===== src/rtl/rxring_pkg.sv =====
package rxring_pkg;
  typedef enum logic [1:0] {
    ST_IDLE,
    ST_DATA,
    ST_PAD,
    ST_HDR
  } rxState_e;

  typedef struct packed {
    logic       latch;
    logic       wrData;
    logic       wrPad;
    logic       wrHdr;
    logic [1:0] hdrIdx;
    logic       commit;
  } rxStrb_t;
endpackage


===== src/rtl/rxring_ctl.sv =====
module rxring_ctl
  import rxring_pkg::*;
(
  input  logic    clk,
  input  logic    rstN,
  input  logic    stopCmd,
  input  logic    frmStart,
  input  logic    roomOk,
  input  logic    inValid,
  input  logic    lastData,
  input  logic    needPad,
  input  logic    padDone,
  output rxStrb_t strb,
  output logic    inReady
);
  rxState_e   state, stateNxt;
  logic [1:0] hdrCnt;

  always_comb begin
    strb        = '0;
    strb.latch  = (state == ST_IDLE) && frmStart && roomOk;
    strb.wrData = (state == ST_DATA) && inValid;
    strb.wrPad  = (state == ST_PAD);
    strb.wrHdr  = (state == ST_HDR);
    strb.hdrIdx = hdrCnt;
    strb.commit = (state == ST_HDR) && (hdrCnt == 2'd3);
    inReady     = (state == ST_DATA);
  end

  always_comb begin
    stateNxt = state;
    unique case (state)
      ST_IDLE: if (strb.latch) stateNxt = ST_DATA;
      ST_DATA: if (inValid && lastData) stateNxt = needPad ? ST_PAD : ST_HDR;
      ST_PAD:  if (padDone) stateNxt = ST_HDR;
      ST_HDR:  if (strb.commit) stateNxt = ST_IDLE;
      default: stateNxt = ST_IDLE;
    endcase
  end

  always_ff @(posedge clk) begin
    if (!rstN) begin
      state  <= ST_IDLE;
      hdrCnt <= '0;
    end else begin
      state <= stateNxt;
      if (state == ST_HDR) hdrCnt <= hdrCnt + 2'd1;
      else                 hdrCnt <= '0;
    end
  end

  // a stopped receiver never leaves idle
  p_stop_blocks_r1: assert property (@(posedge clk) disable iff (!rstN)
    (state == ST_IDLE && stopCmd) |=> (state == ST_IDLE));

  // a handshake is never taken outside the data phase
  p_ready_data_only_r12: assert property (@(posedge clk) disable iff (!rstN)
    (strb.wrPad || strb.wrHdr) |-> !inReady);
endmodule


===== src/rtl/rxring_dp.sv =====
module rxring_dp
  import rxring_pkg::*;
#(
  parameter int PAGE_W    = 8,
  parameter int OFF_W     = 8,
  parameter int LEN_W     = 11,
  parameter int MAX_FRAME = 1514,
  parameter int MIN_FRAME = 60,
  parameter int CRC_BYTES = 4
) (
  input  logic                     clk,
  input  logic                     rstN,
  input  logic                     stopCmd,
  input  logic [PAGE_W-1:0]        ringStart,
  input  logic [PAGE_W-1:0]        ringStop,
  input  logic [PAGE_W-1:0]        boundary,
  input  logic                     curLoad,
  input  logic [PAGE_W-1:0]        curLoadVal,
  input  logic [LEN_W-1:0]         frmLen,
  input  logic [7:0]               inData,
  input  logic                     eventClr,
  input  rxStrb_t                  strb,
  output logic                     roomOk,
  output logic                     lastData,
  output logic                     needPad,
  output logic                     padDone,
  output logic [PAGE_W-1:0]        curPage,
  output logic                     memWe,
  output logic [PAGE_W+OFF_W-1:0]  memAddr,
  output logic [7:0]               memData,
  output logic [7:0]               rxStatus,
  output logic                     rxEvent
);
  localparam int ADDR_W     = PAGE_W + OFF_W;
  localparam int HDR_BYTES  = 4;
  localparam int PAGE_BYTES = 1 << OFF_W;
  localparam int SW         = ADDR_W + 2;
  localparam logic signed [SW-1:0] ROOM_NEED = SW'(MAX_FRAME + CRC_BYTES);
  localparam logic [7:0] GOOD_STATUS = 8'h01;

  logic [LEN_W-1:0]  lenQ, cnt, padded;
  logic [15:0]       stLenQ;
  logic [PAGE_W-1:0] nextPgQ, nextCalc;
  logic [ADDR_W-1:0] wrAddr, incAddr, wrapAddr;
  logic [LEN_W:0]    spanB;
  logic [PAGE_W:0]   spanPg, sumPg;
  logic signed [SW-1:0] curB, bndB, ringB, freeB;
  logic [7:0]        hdrByte;

  // free space in bytes, empty ring when current equals boundary
  always_comb begin
    curB  = SW'({curPage, {OFF_W{1'b0}}});
    bndB  = SW'({boundary, {OFF_W{1'b0}}});
    ringB = SW'({ringStop, {OFF_W{1'b0}}}) - SW'({ringStart, {OFF_W{1'b0}}});
    if (curPage < boundary) freeB = bndB - curB;
    else                    freeB = ringB - (curB - bndB);
    roomOk = !stopCmd && (freeB >= ROOM_NEED);
  end

  // frame geometry from the offered length
  always_comb begin
    padded   = (frmLen < LEN_W'(MIN_FRAME)) ? LEN_W'(MIN_FRAME) : frmLen;
    spanB    = (LEN_W+1)'(padded) + (LEN_W+1)'(HDR_BYTES + CRC_BYTES + PAGE_BYTES - 1);
    spanPg   = (PAGE_W+1)'(spanB >> OFF_W);
    sumPg    = {1'b0, curPage} + spanPg;
    if (sumPg >= {1'b0, ringStop})
      nextCalc = PAGE_W'(sumPg - ({1'b0, ringStop} - {1'b0, ringStart}));
    else
      nextCalc = PAGE_W'(sumPg);
  end

  always_comb begin
    incAddr  = wrAddr + ADDR_W'(1);
    wrapAddr = (incAddr == {ringStop, {OFF_W{1'b0}}}) ? {ringStart, {OFF_W{1'b0}}} : incAddr;
    lastData = (cnt == lenQ - LEN_W'(1));
    needPad  = (lenQ < LEN_W'(MIN_FRAME));
    padDone  = (cnt == LEN_W'(MIN_FRAME - 1));
    unique case (strb.hdrIdx)
      2'd0:    hdrByte = GOOD_STATUS;
      2'd1:    hdrByte = 8'(nextPgQ);
      2'd2:    hdrByte = stLenQ[7:0];
      default: hdrByte = stLenQ[15:8];
    endcase
  end

  always_ff @(posedge clk) begin
    if (!rstN) begin
      curPage  <= '0;
      lenQ     <= '0;
      cnt      <= '0;
      stLenQ   <= '0;
      nextPgQ  <= '0;
      wrAddr   <= '0;
      memWe    <= 1'b0;
      memAddr  <= '0;
      memData  <= '0;
      rxStatus <= '0;
      rxEvent  <= 1'b0;
    end else begin
      memWe <= 1'b0;
      if (strb.latch) begin
        lenQ    <= frmLen;
        cnt     <= '0;
        stLenQ  <= 16'(padded) + 16'(HDR_BYTES);
        nextPgQ <= nextCalc;
        wrAddr  <= {curPage, {OFF_W{1'b0}}} + ADDR_W'(HDR_BYTES);
      end
      if (strb.wrData || strb.wrPad) begin
        memWe   <= 1'b1;
        memAddr <= wrAddr;
        memData <= strb.wrData ? inData : 8'h00;
        wrAddr  <= wrapAddr;
        cnt     <= cnt + LEN_W'(1);
      end
      if (strb.wrHdr) begin
        memWe   <= 1'b1;
        memAddr <= {curPage, {OFF_W{1'b0}}} + ADDR_W'(strb.hdrIdx);
        memData <= hdrByte;
      end
      if (strb.commit) begin
        curPage  <= nextPgQ;
        rxStatus <= GOOD_STATUS;
      end else if (curLoad) begin
        curPage <= curLoadVal;
      end
      if (strb.commit)   rxEvent <= 1'b1;
      else if (eventClr) rxEvent <= 1'b0;
    end
  end

  // padding cycles store zero
  p_pad_zero_r5: assert property (@(posedge clk) disable iff (!rstN)
    strb.wrPad |=> (memWe && memData == 8'h00));

  // every write stays inside the ring
  p_in_ring_r6: assert property (@(posedge clk) disable iff (!rstN)
    memWe |-> (memAddr >= {ringStart, {OFF_W{1'b0}}} && memAddr < {ringStop, {OFF_W{1'b0}}}));

  // current page moves only on completion or load
  p_cur_hold_r8: assert property (@(posedge clk) disable iff (!rstN)
    (!strb.commit && !curLoad) |=> $stable(curPage));

  // completion raises the event
  p_commit_event_r9: assert property (@(posedge clk) disable iff (!rstN)
    strb.commit |=> rxEvent);

  // completion records good status
  p_status_r10: assert property (@(posedge clk) disable iff (!rstN)
    strb.commit |=> (rxStatus == GOOD_STATUS));
endmodule


===== src/rtl/rxring_writer.sv =====
module rxring_writer
  import rxring_pkg::*;
#(
  parameter int PAGE_W    = 8,
  parameter int OFF_W     = 8,
  parameter int LEN_W     = 11,
  parameter int MAX_FRAME = 1514,
  parameter int MIN_FRAME = 60,
  parameter int CRC_BYTES = 4
) (
  input  logic                    clk,
  input  logic                    rstN,
  input  logic                    stopCmd,
  input  logic [PAGE_W-1:0]       ringStart,
  input  logic [PAGE_W-1:0]       ringStop,
  input  logic [PAGE_W-1:0]       boundary,
  input  logic                    curLoad,
  input  logic [PAGE_W-1:0]       curLoadVal,
  output logic [PAGE_W-1:0]       curPage,
  output logic                    roomOk,
  input  logic                    frmStart,
  input  logic [LEN_W-1:0]        frmLen,
  input  logic                    inValid,
  input  logic [7:0]              inData,
  output logic                    inReady,
  output logic                    memWe,
  output logic [PAGE_W+OFF_W-1:0] memAddr,
  output logic [7:0]              memData,
  output logic [7:0]              rxStatus,
  input  logic                    eventClr,
  input  logic                    eventMask,
  output logic                    rxEvent,
  output logic                    irq
);
  rxStrb_t strb;
  logic    lastData, needPad, padDone;

  rxring_ctl u_ctl (
    .clk(clk), .rstN(rstN), .stopCmd(stopCmd), .frmStart(frmStart),
    .roomOk(roomOk), .inValid(inValid), .lastData(lastData),
    .needPad(needPad), .padDone(padDone), .strb(strb), .inReady(inReady)
  );

  rxring_dp #(
    .PAGE_W(PAGE_W), .OFF_W(OFF_W), .LEN_W(LEN_W),
    .MAX_FRAME(MAX_FRAME), .MIN_FRAME(MIN_FRAME), .CRC_BYTES(CRC_BYTES)
  ) u_dp (
    .clk(clk), .rstN(rstN), .stopCmd(stopCmd), .ringStart(ringStart),
    .ringStop(ringStop), .boundary(boundary), .curLoad(curLoad),
    .curLoadVal(curLoadVal), .frmLen(frmLen), .inData(inData),
    .eventClr(eventClr), .strb(strb), .roomOk(roomOk), .lastData(lastData),
    .needPad(needPad), .padDone(padDone), .curPage(curPage), .memWe(memWe),
    .memAddr(memAddr), .memData(memData), .rxStatus(rxStatus), .rxEvent(rxEvent)
  );

  assign irq = rxEvent & eventMask;
endmodule


===== config.mk =====
export PLATFORM = sky130hd
export DESIGN_NAME = rxring_writer
export DESIGN_NICKNAME = d
export VERILOG_FILES = /design/src/rtl/rxring_pkg.sv /design/src/rtl/rxring_ctl.sv /design/src/rtl/rxring_dp.sv /design/src/rtl/rxring_writer.sv
export SDC_FILE = /design/constraint.sdc
export NUM_CORES = 1
export LEC_CHECK = 0
export BUFFER_PORTS_ARGS = -buffer_cell sky130_fd_sc_hd__buf_2
export CAP_MARGIN = 20
export CELL_PAD_IN_SITES_DETAIL_PLACEMENT = 0
export CELL_PAD_IN_SITES_GLOBAL_PLACEMENT = 1
export CORE_ASPECT_RATIO = 0.6
export CORE_MARGIN = 5
export CORE_UTILIZATION = 47
export CTS_CLUSTER_SIZE = 24
export DETAILED_ROUTE_END_ITERATION = 12
export GPL_ROUTABILITY_DRIVEN = 0
export PLACE_DENSITY = 0.85
export SLEW_MARGIN = 20
export SYNTH_ARGS = -nofsm -noshare
export SYNTH_HDL_FRONTEND = slang
export SYNTH_SLANG_ARGS = --single-unit

===== constraint.sdc =====
create_clock -name clk -period 13 [get_ports clk]
set_input_delay 0.65 -clock clk [delete_from_list [all_inputs] [get_ports clk]]
set_output_delay 0.65 -clock clk [all_outputs]
set_load 0.02 [all_outputs]

==> out/qor.yml, run 1 <==
clock_latency_ns: 0.35
synth_edf_count: 0
synth-seq-area-share_pct: 25.0
whs_endpoint: "u_dp.memAddr[6]"
hold_path.class: "reg2reg"
clkTransAtPathRegs_ns: 0.08
yosys_warnings: 0
cap_violations: 0
drtPass1Iterations: 5
yosys-top-cells-area: "dfxtp_1 25%, ha_1 11%, a21oi_1 5.7%"
io_buffers: 96
grt_pass1_wl_um: 37100
swShare_pct: 39.7
route.detailed.drc: 0
tightest_slew_ns: 1.08
cts_tree: "built"
r2r_cells: 17
synth_top_cells_by_count: "101 x nor2_1, 97 x dfxtp_1, 94 x nand2_1, 88 x a21oi_1, 69 x inv_1"
drive_gt1_share_pct: 13.6
setup_viol: 0
highest_layer: "met4"
diodes: 0
fin_skew_ns: 0.0129
finalCriticalPeriod_ns: 5.55
slew_headroom_pct: 27.9
critPathLaunchType: "input port"
syn_to_final_growth_pct: 11.0
ys_types: 72
yosysTopAreaCellShare_pct: 25.0
critPathMaxStageDelay_ns: 0.52
clockBufferDepth: 2
cts_resized: 0
wl_met1_um: 12200
avgRoutedWirePerCell_um: 18.5
cts-root-buf: "clkbuf_16"
rsz0062_at_grt: "false"
ir_drop_mv: 0.0733
synth_cells: 981
p_sw_w: 0.000428
reg2reg_from: "u_dp.curPage[0]"
layout.nets: 1181
max_freq_ghz: 0.180
grt_usage_pct: 24.2
status: "finished clean"
avgSynthCellArea_um2: 7.91
cts_hold_buf: 0
grt-ovfl-total: 0
ioPinCount: 104
initial_core_util_pct: 47.9
htreeDepth: 3
crit_fanout: 7
hold_path_startpoint: "u_dp.memAddr[6]"
grt_max_degree: 73
post_cts_buffers: 0
slew_viol_final: 0
power_w: 0.00108
intPower_w: 0.000649
hold_depth: 2
path_class: "in2reg"
end_kind: "flip-flop"
sequentialPowerShare_pct: 33.1
die_area_mm2: 0.0193
dpl.hpwl_um: 17800
hold_viol_final: 0
viasPerCell: 5.81
p_per_area_mw_per_mm2: 125
die_x_um: 176
route.met2.wl_um: 8780
regToRegSetupSlack_ns: 7.49
grt_pass1_vias: 6735
syn_area_mm2: 0.00776
cts_made_buffers: 9
core_area_mm2: 0.0162
wl_um: 23300
critical_path_arrival_ns: 5.81
ys_ff_latch: 97
cts_sinks: 97
finalSetupTns_ns: 0
core.rowCount: 36
clkPwrFrac_pct: 26.9
crit_path_cell_trace: "buf_2 -> or4_1 -> nor2_1 -> nor2_1 -> ha_1 -> nor2b_1 -> a21oi_1 -> nor2_1 -> o21ai_0 -> xnor2_1 -> ha_1 -> nor2b_1 -> o21ai_0 -> nand2b_1 -> xnor2_1 -> fa_1 -> ha_1 -> o211a_1 -> o41ai_1 -> xnor2_1 -> a21o_1 -> nand3_1 -> a21oi_1"
leakage_nw: 3.76
synth_most_common_cell: "nor2_1"
crit_required_ns: 13.27
postRouteAntennaNets: 0
async_flop_share_pct: 0
die_h_um: 110
p_comb_share_pct: 40.0
num_vias: 7303
antenna_found_initial: 0
cpMaxStageDelayCell: "or4_1"
regToRegEndpoint: "u_dp.wrAddr[15]"
wl_met3_um: 2070
first_iter_violations: 756
synthFlopType: "dfxtp_1"
netlist.top_cell.by_area: "dfxtp_1"
post-route-period-util_pct: 42.7
==> cell usage in the layout, fill, tap and decap left out, types with 41 or more instances in the layout <==
| cell type | instances |
|---|---|
| a21oi_1 | 87 |
| buf_2 | 97 |
| dfxtp_1 | 97 |
| ha_1 | 66 |
| inv_1 | 69 |
| mux2i_1 | 42 |
| nand2_1 | 94 |
| nor2_1 | 101 |
| o21ai_0 | 41 |
| xnor2_1 | 41 |
==> sequential cells by signal, summed over array words and instances (netlist names), 8 cells and up <==
signal and count:
u_dp.nextPgQ 8, u_dp.memData 8, u_dp.lenQ 11, u_dp.wrAddr 16, u_dp.curPage 8, u_dp.stLenQ 12, u_dp.cnt 11, u_dp.memAddr 16
==> kinds of logic after synthesis <==
| group | synth area share, % |
|---|---|
| simple gates | 19.7 |
| compound gates | 21.3 |
| buf+inv | 7.29 |
| flops | 25.0 |
| fa+ha+maj | 13.7 |
| xor+xnor | 7.47 |
| mux | 5.42 |
| other cells | 0.0483 |
==> through the flow <==
stage | setup WS, ns | std cells | hold slack (ns) | util, % | area, um2
floorplan | 7.88 | 987 | 0.432 | - | 7780
global placement | 7.34 | 1241 | 0.441 | 51.1 | 8290
detailed placement | 7.20 | 1241 | 0.443 | 51.1 | 8290
CTS | 7.56 | 1257 | 0.454 | 53.1 | 8610
global route | 7.04 | 1258 | 0.466 | 53.1 | 8610
finish | 7.45 | 1258 | 0.448 | 53.1 | 8610
==> cell type report <==
type | instances | area (um2)
fill | 1611 | 7600
multi-input combinational | 761 | 5290
clock buffer | 9 | 225
timing repair buffer | 103 | 531
tap | 209 | 262
inverter | 72 | 270
clock inverter | 7 | 96.3
sequential | 97 | 1940
==> worst max path at each step <==
stage / slack, ns / to / start / depth (start not counted)
2_1_floorplan: 7.88 / u_dp.nextPgQ[7] / frmLen[8] / 23
3_3_place_gp: 7.34 / u_dp.nextPgQ[7] / frmLen[7] / 23
3_5_place_dp: 7.20 / u_dp.nextPgQ[7] / frmLen[7] / 23
4_1_cts: 7.56 / u_dp.wrAddr[15] / u_dp.curPage[0] / 17
5_1_grt: 7.04 / u_dp.nextPgQ[7] / frmLen[7] / 23
6_report: 7.45 / u_dp.nextPgQ[7] / frmLen[7] / 23
==> routing by layer <==
metal / GRT usage, % / vias to the layer above
met1: 39.3 / 3474
li1: - / 3548
met3: 5.26 / 15
met2: 32.5 / 266
met4: 3.45 / 0
met5: 0 / -
==> power by group through the flow <==
stage / sequential (W) / combinational, W / clock, W
floorplan: 0.000357 / 0.000319 / 0
global placement: 0.000362 / 0.000418 / 0
detailed placement: 0.000362 / 0.000422 / 0
CTS: 0.000355 / 0.000425 / 0.000295
global route: 0.000360 / 0.000476 / 0.000306
finish: 0.000357 / 0.000430 / 0.000290
==> worst max-delay path, delay by kind of cell <==
kind            cells  cell delay, ns
xor+xnor            3            0.79
fa+ha+maj           4            1.38
simple gates        8            1.47
compound gates      7            1.38
buf+inv             1            0.15
No activity file was read; power rests on OpenSTA's default activity.
==> inputs of run 2 (changes only) <==
--- a/config.mk
+++ b/config.mk
@@ -5,17 +5,18 @@
 export SDC_FILE = /design/constraint.sdc
 export NUM_CORES = 1
 export LEC_CHECK = 0
+export ABC_AREA = 1
 export BUFFER_PORTS_ARGS = -buffer_cell sky130_fd_sc_hd__buf_2
 export CAP_MARGIN = 20
 export CELL_PAD_IN_SITES_DETAIL_PLACEMENT = 0
 export CELL_PAD_IN_SITES_GLOBAL_PLACEMENT = 1
 export CORE_ASPECT_RATIO = 0.6
 export CORE_MARGIN = 5
-export CORE_UTILIZATION = 47
+export CORE_UTILIZATION = 42
 export CTS_CLUSTER_SIZE = 24
 export DETAILED_ROUTE_END_ITERATION = 12
 export GPL_ROUTABILITY_DRIVEN = 0
-export PLACE_DENSITY = 0.85
+export PLACE_DENSITY = 0.8
 export SLEW_MARGIN = 20
 export SYNTH_ARGS = -nofsm -noshare
 export SYNTH_HDL_FRONTEND = slang
==> constraint.sdc (replaced) <==
create_clock -name clk -period 5.75 [get_ports clk]
set_input_delay 0.2875 -clock clk [delete_from_list [all_inputs] [get_ports clk]]
set_output_delay 0.2875 -clock clk [all_outputs]
set_load 0.02 [all_outputs]
==> run 2 against run 1 <==
Clock-buffer cell count unchanged; largest power group unchanged; clock power up 120%; clock skew down 0.0032 ns; global-route usage down 1.0 points; largest cell class unchanged; register-to-register slack worse by 6.3 ns.
==> out/qor.yml, run 2 <==
finalSetupTns_ns: 0
antenna_found_initial: 0
critPathMaxStageDelay_ns: 0.51
status: "finished clean"
clock_latency_ns: 0.36
synth_simple_gate_area_share_pct: 29.7
crit_required_ns: 6.03
synth_edf_count: 0
grt_pass1_vias: 7202
layout.nets: 1437
hold_path.class: "in2reg"
regToRegEndpoint: "u_dp.nextPgQ[6]"
cap_violations: 0
end_kind: "flip-flop"
synth_adder_area_share_pct: 13.4
slew_headroom_pct: 33.6
reg2reg_from: "u_dp.curPage[2]"
post-route-period-util_pct: 83.2
tightest_slew_ns: 0.992
wl_um: 25200
fillCellCount: 1936
post_cts_buffers: 0
synth_cells: 1224
avgSynthCellArea_um2: 6.48
synthFlopType: "dfxtp_1"
leakage_nw: 4.30
cts_hold_buf: 0
yosys-top-cells-area: "dfxtp_1 24%, nand2_1 13%, ha_1 10%"
yosys_warnings: 0
viasPerCell: 5.18
dpl.hpwl_um: 19900
cp_common_cell: "nand2_1"
core_area_mm2: 0.0183
initial_core_util_pct: 43.3
grt_max_degree: 46
synth_top_cells_by_count: "284 x nand2_1, 174 x inv_1, 118 x nor2_1, 101 x a21oi_1, 97 x dfxtp_1"
synth-compound-area-share_pct: 15.5
die_area_mm2: 0.0218
fin_skew_ns: 0.00964
rsz0062_at_grt: "false"
grt_pass1_wl_um: 40100
place_area_mm2: 0.00857
syn_to_final_growth_pct: 11.9
yosysTopAreaCellShare_pct: 24.5
r2r_cells: 20
first_iter_violations: 680
grt_usage_pct: 23.2
ioPinCount: 104
htreeDepth: 3
postRouteAntennaNets: 0
whs_endpoint: "u_dp.rxEvent"
path_class: "in2reg"
cts_resized: 0
core.rowCount: 38
final_common_cell: "nand2_1"
drtPass1Iterations: 5
hold_depth: 4
diodes: 0
reg.largest.list: "u_dp.memAddr (16), u_dp.wrAddr (16), u_dp.stLenQ (12)"
final_area_mm2: 0.00887
regToRegSetupSlack_ns: 1.15
route.detailed.drc: 0
io_buffers: 96
cpMaxStageDelayCell: "o311ai_0"
cts_sinks: 97
cts_made_buffers: 9
synth_top_family_by_area: "simple AND/OR/NAND/NOR gates"
critPathLaunchType: "input port"
hold_viol_final: 0
die_x_um: 187
slew_viol_final: 0
muxShareOfSynthArea_pct: 0
max_freq_ghz: 0.209
finalCriticalPeriod_ns: 4.79
synthXorXnorAreaFrac_pct: 5.63
clockBufferDepth: 2
die_h_um: 116
ys_types: 45
cts-root-buf: "clkbuf_16"
critical_path_arrival_ns: 5.07
clkTransAtPathRegs_ns: 0.07
synth-seq-area-share_pct: 24.5
netlist.top_cell.by_area: "dfxtp_1"
async_flop_share_pct: 0
ys_ff_latch: 97
drive_gt1_share_pct: 10.6
cts_tree: "built"
synth_most_common_cell: "nand2_1"
num_vias: 8002
avgRoutedWirePerCell_um: 16.3
crit_fanout: 5
p_per_area_mw_per_mm2: 301
syn_area_mm2: 0.00793
layout_common_cells: "284 x nand2_1, 174 x inv_1, 118 x nor2_1, 101 x a21oi_1, 97 x dfxtp_1"
ir_drop_mv: 0.182
grt-ovfl-total: 0
hold_path_startpoint: "eventClr"
setup_viol: 0
## run 2: stage by stage
stage | power (W) | cells | setup WS [ns] | hold WS, ns | utilization (%)
after detailed placement | 0.00201 | 1529 | 0.696 | 0.443 | 46.8
after floorplan | 0.00168 | 1230 | 1.44 | 0.425 | -
after CTS | 0.00267 | 1545 | 1.05 | 0.167 | 48.5
after global routing | 0.00287 | 1545 | 0.435 | 0.177 | 48.5
final | 0.00267 | 1545 | 0.964 | 0.177 | 48.5
after global placement | 0.00202 | 1529 | 0.829 | 0.440 | 46.8
## run 2: cells by family after synthesis
group	Yosys count
simple gates	552
compound gates	223
buf+inv	222
flops	97
fa+ha+maj	78
xor+xnor	51
other cells	1
## run 2: worst max-delay path by stage
stage               slack [ns]              end  startpoint
global placement          0.83  u_dp.nextPgQ[6]   frmLen[6]
detailed placement        0.70  u_dp.nextPgQ[7]   frmLen[6]
floorplan                 1.44  u_dp.nextPgQ[7]   frmLen[6]
CTS                       1.05  u_dp.nextPgQ[7]   frmLen[6]
global route              0.44  u_dp.nextPgQ[6]   frmLen[6]
finish                    0.96  u_dp.nextPgQ[7]   frmLen[6]
## run 2: metal layers
layer	vias to the layer above	global-route usage [%]	wire length, um
met5	-	0	0
met2	269	29.7	8990
met3	18	6.84	2300
met4	0	3.52	202
li1	4111	-	-
met1	3604	37.7	13700
## run 2: cell type report
type / instances / area (um2) / share of cell area (%)
clock buffer: 9 / 225 / 2.54
tap: 240 / 300 / 3.38
timing repair buffer: 105 / 548 / 6.18
clock inverter: 7 / 81.3 / 0.916
sequential: 97 / 1940 / 21.9
inverter: 176 / 661 / 7.44
multi-input combinational: 911 / 5120 / 57.7
## run 2: critical path, delay by kind of cell
family                   cells  cell delay [ns]
AO/OA/AOI/OAI                5             1.42
XOR/XNOR                     3             0.59
AND/OR/NAND/NOR             10             1.15
buffers and inverters        5             0.40
adder cells (fa/ha/maj)      3             1.20
## run 2: report_power, final
group / leakage, nW / internal (W) / switching, W
registers: 0.789 / 0.000756 / 0.0000715
clock network: 0.153 / 0.000346 / 0.000303
logic: 3.36 / 0.000387 / 0.000809
==> inputs of run 3 (changes only) <==
==> constraint.sdc (replaced) <==
create_clock -name clk -period 4.8 [get_ports clk]
set_input_delay 0.24 -clock clk [delete_from_list [all_inputs] [get_ports clk]]
set_output_delay 0.24 -clock clk [all_outputs]
set_load 0.02 [all_outputs]
==> run 3 against run 2 <==
Register-to-register slack got worse by 0.81 ns; combinational power up 22%; first-iteration DRC count is 27% higher; design area up 1.3%; worst hold slack worse by 0.048 ns.
==> out/qor.yml, run 3 (synthesis results as in run 2) <==
status: "finished clean"
critical_path_arrival_ns: 4.75
first_iter_violations: 864
slew_viol_final: 0
fillCellCount: 1937
syn_to_final_growth_pct: 13.3
crit_fanout: 50
ir_drop_mv: 0.200
fin_cells: 1561
final_common_cell: "nand2_1"
finalCriticalPeriod_ns: 4.46
max_freq_ghz: 0.224
postRouteAntennaNets: 0
cap_violations: 0
cts_tree: "built"
grt_pass1_vias: 7162
ioPinCount: 104
die_h_um: 116
viasPerCell: 5.19
wl_um: 25800
hold_path_startpoint: "eventClr"
setup_viol: 0
grt_pass1_wl_um: 40100
final_core_util_pct: 49.1
tightest_slew_ns: 1.07
crit_required_ns: 5.09
place_area_mm2: 0.00869
initial_core_util_pct: 43.3
wl_met3_um: 2270
route.met2.wl_um: 9280
dp.cells: 1545
drive_gt1_share_pct: 11.8
antenna_found_initial: 0
leakage_nw: 4.36
cts-root-buf: "clkbuf_16"
layout.nets: 1453
critical_path.startpoint: "u_dp.curPage[2]"
hold_viol_final: 0
die_area_mm2: 0.0218
critPathLaunchType: "flip-flop"
diodes: 0
avgRoutedWirePerCell_um: 16.5
path_class: "reg2reg"
core_area_mm2: 0.0183
clockBufferDepth: 2
reg2reg_from: "u_dp.curPage[2]"
cts_sinks: 97
cts_made_buffers: 9
post-route-period-util_pct: 92.9
htreeDepth: 3
final_area_mm2: 0.00899
wl_met1_um: 14100
die_x_um: 187
reg.largest.list: "u_dp.memAddr (16), u_dp.wrAddr (16), u_dp.stLenQ (12)"
clock_latency_ns: 0.36
io_buffers: 96
layout_common_cells: "284 x nand2_1, 174 x inv_1, 118 x nor2_1, 100 x a21oi_1, 97 x dfxtp_1"
route.detailed.drc: 0
grt_max_degree: 51
dpl.hpwl_um: 20500
end_kind: "flip-flop"
grt-ovfl-total: 0
slew_headroom_pct: 28.5
core.rowCount: 38
clkTransAtPathRegs_ns: 0.08
num_vias: 8101
hold_path.class: "in2reg"
cts_hold_buf: 0
fin_skew_ns: 0.0104
highest_layer: "met4"
grt_usage_pct: 23.3
drtPass1Iterations: 8
p_per_area_mw_per_mm2: 353
==> run 3: area by class of cell <==
cell class | count | area [um2] | area share [%]
clock inverter | 7 | 62.6 | 0.696
sequential | 97 | 1940 | 21.6
multi-input combinational | 911 | 5130 | 57.1
clock buffer | 9 | 225 | 2.51
inverter | 176 | 661 | 7.35
timing repair buffer | 121 | 668 | 7.43
tap | 240 | 300 | 3.34
==> run 3: what timing repair did <==
| item | 4_1_cts | 5_1_grt |
|---|---|---|
| endpoints found under the setup margin | 0 | 4 |
| buffers inserted | 0 | 0 |
| resized for setup | 0 | 4 |
==> run 3: stage by stage <==
stage	TNS (ns)	power, W	worst slack, ns	hold WS [ns]
2_1_floorplan	0	0.00202	0.540	0.383
3_3_place_gp	0	0.00243	0.113	0.440
3_5_place_dp	0	0.00243	0.0323	0.445
4_1_cts	0	0.00316	0.372	0.122
5_1_grt	-0.000189	0.00340	-0.000189	0.149
6_report	0	0.00317	0.339	0.129
==> run 3: layer usage <==
layer,vias up,global-route usage [%]
met2,266,30.8
met5,-,0
met3,19,6.66
li1,4146,-
met1,3670,37.5
met4,0,2.69
==> run 3: power breakdown <==
part	internal (W)	leakage [nW]	switching, W	total [W]
Clock	0.000362	0.132	0.000361	0.000723
Sequential	0.000905	0.789	0.0000801	0.000985
Combinational	0.000478	3.44	0.000981	0.00146
==> run 3: final timing paths <==
| kind | depth (start not counted) | endpoint | slack (ns) |
|---|---|---|---|
| setup reg to reg | 19 | u_dp.lenQ[0] | 0.34 |
| hold / removal | 4 | u_dp.rxEvent | 0.13 |
| setup / recovery | 19 | u_dp.lenQ[0] | 0.34 |
| hold reg to reg | 2 | u_dp.stLenQ[9] | 0.46 |
==> run 3: worst max-delay path, cell delays in order, from the launching register on <==
cell and delay, ns:
dfxtp_1 0.34, ha_1 0.51, nand2_1 0.12, o21ai_0 0.49
nand3_1 0.14, nand2_1 0.11, xor2_1 0.39, ha_1 0.38
a21oi_1 0.26, nor2_1 0.08, nor2_1 0.09, nand2_1 0.07
xor2_1 0.12, nand3_1 0.09, nand2_1 0.09, nand2_2 0.15
nand3_4 0.15, buf_4 0.43, o21ai_0 0.21, a21oi_1 0.18
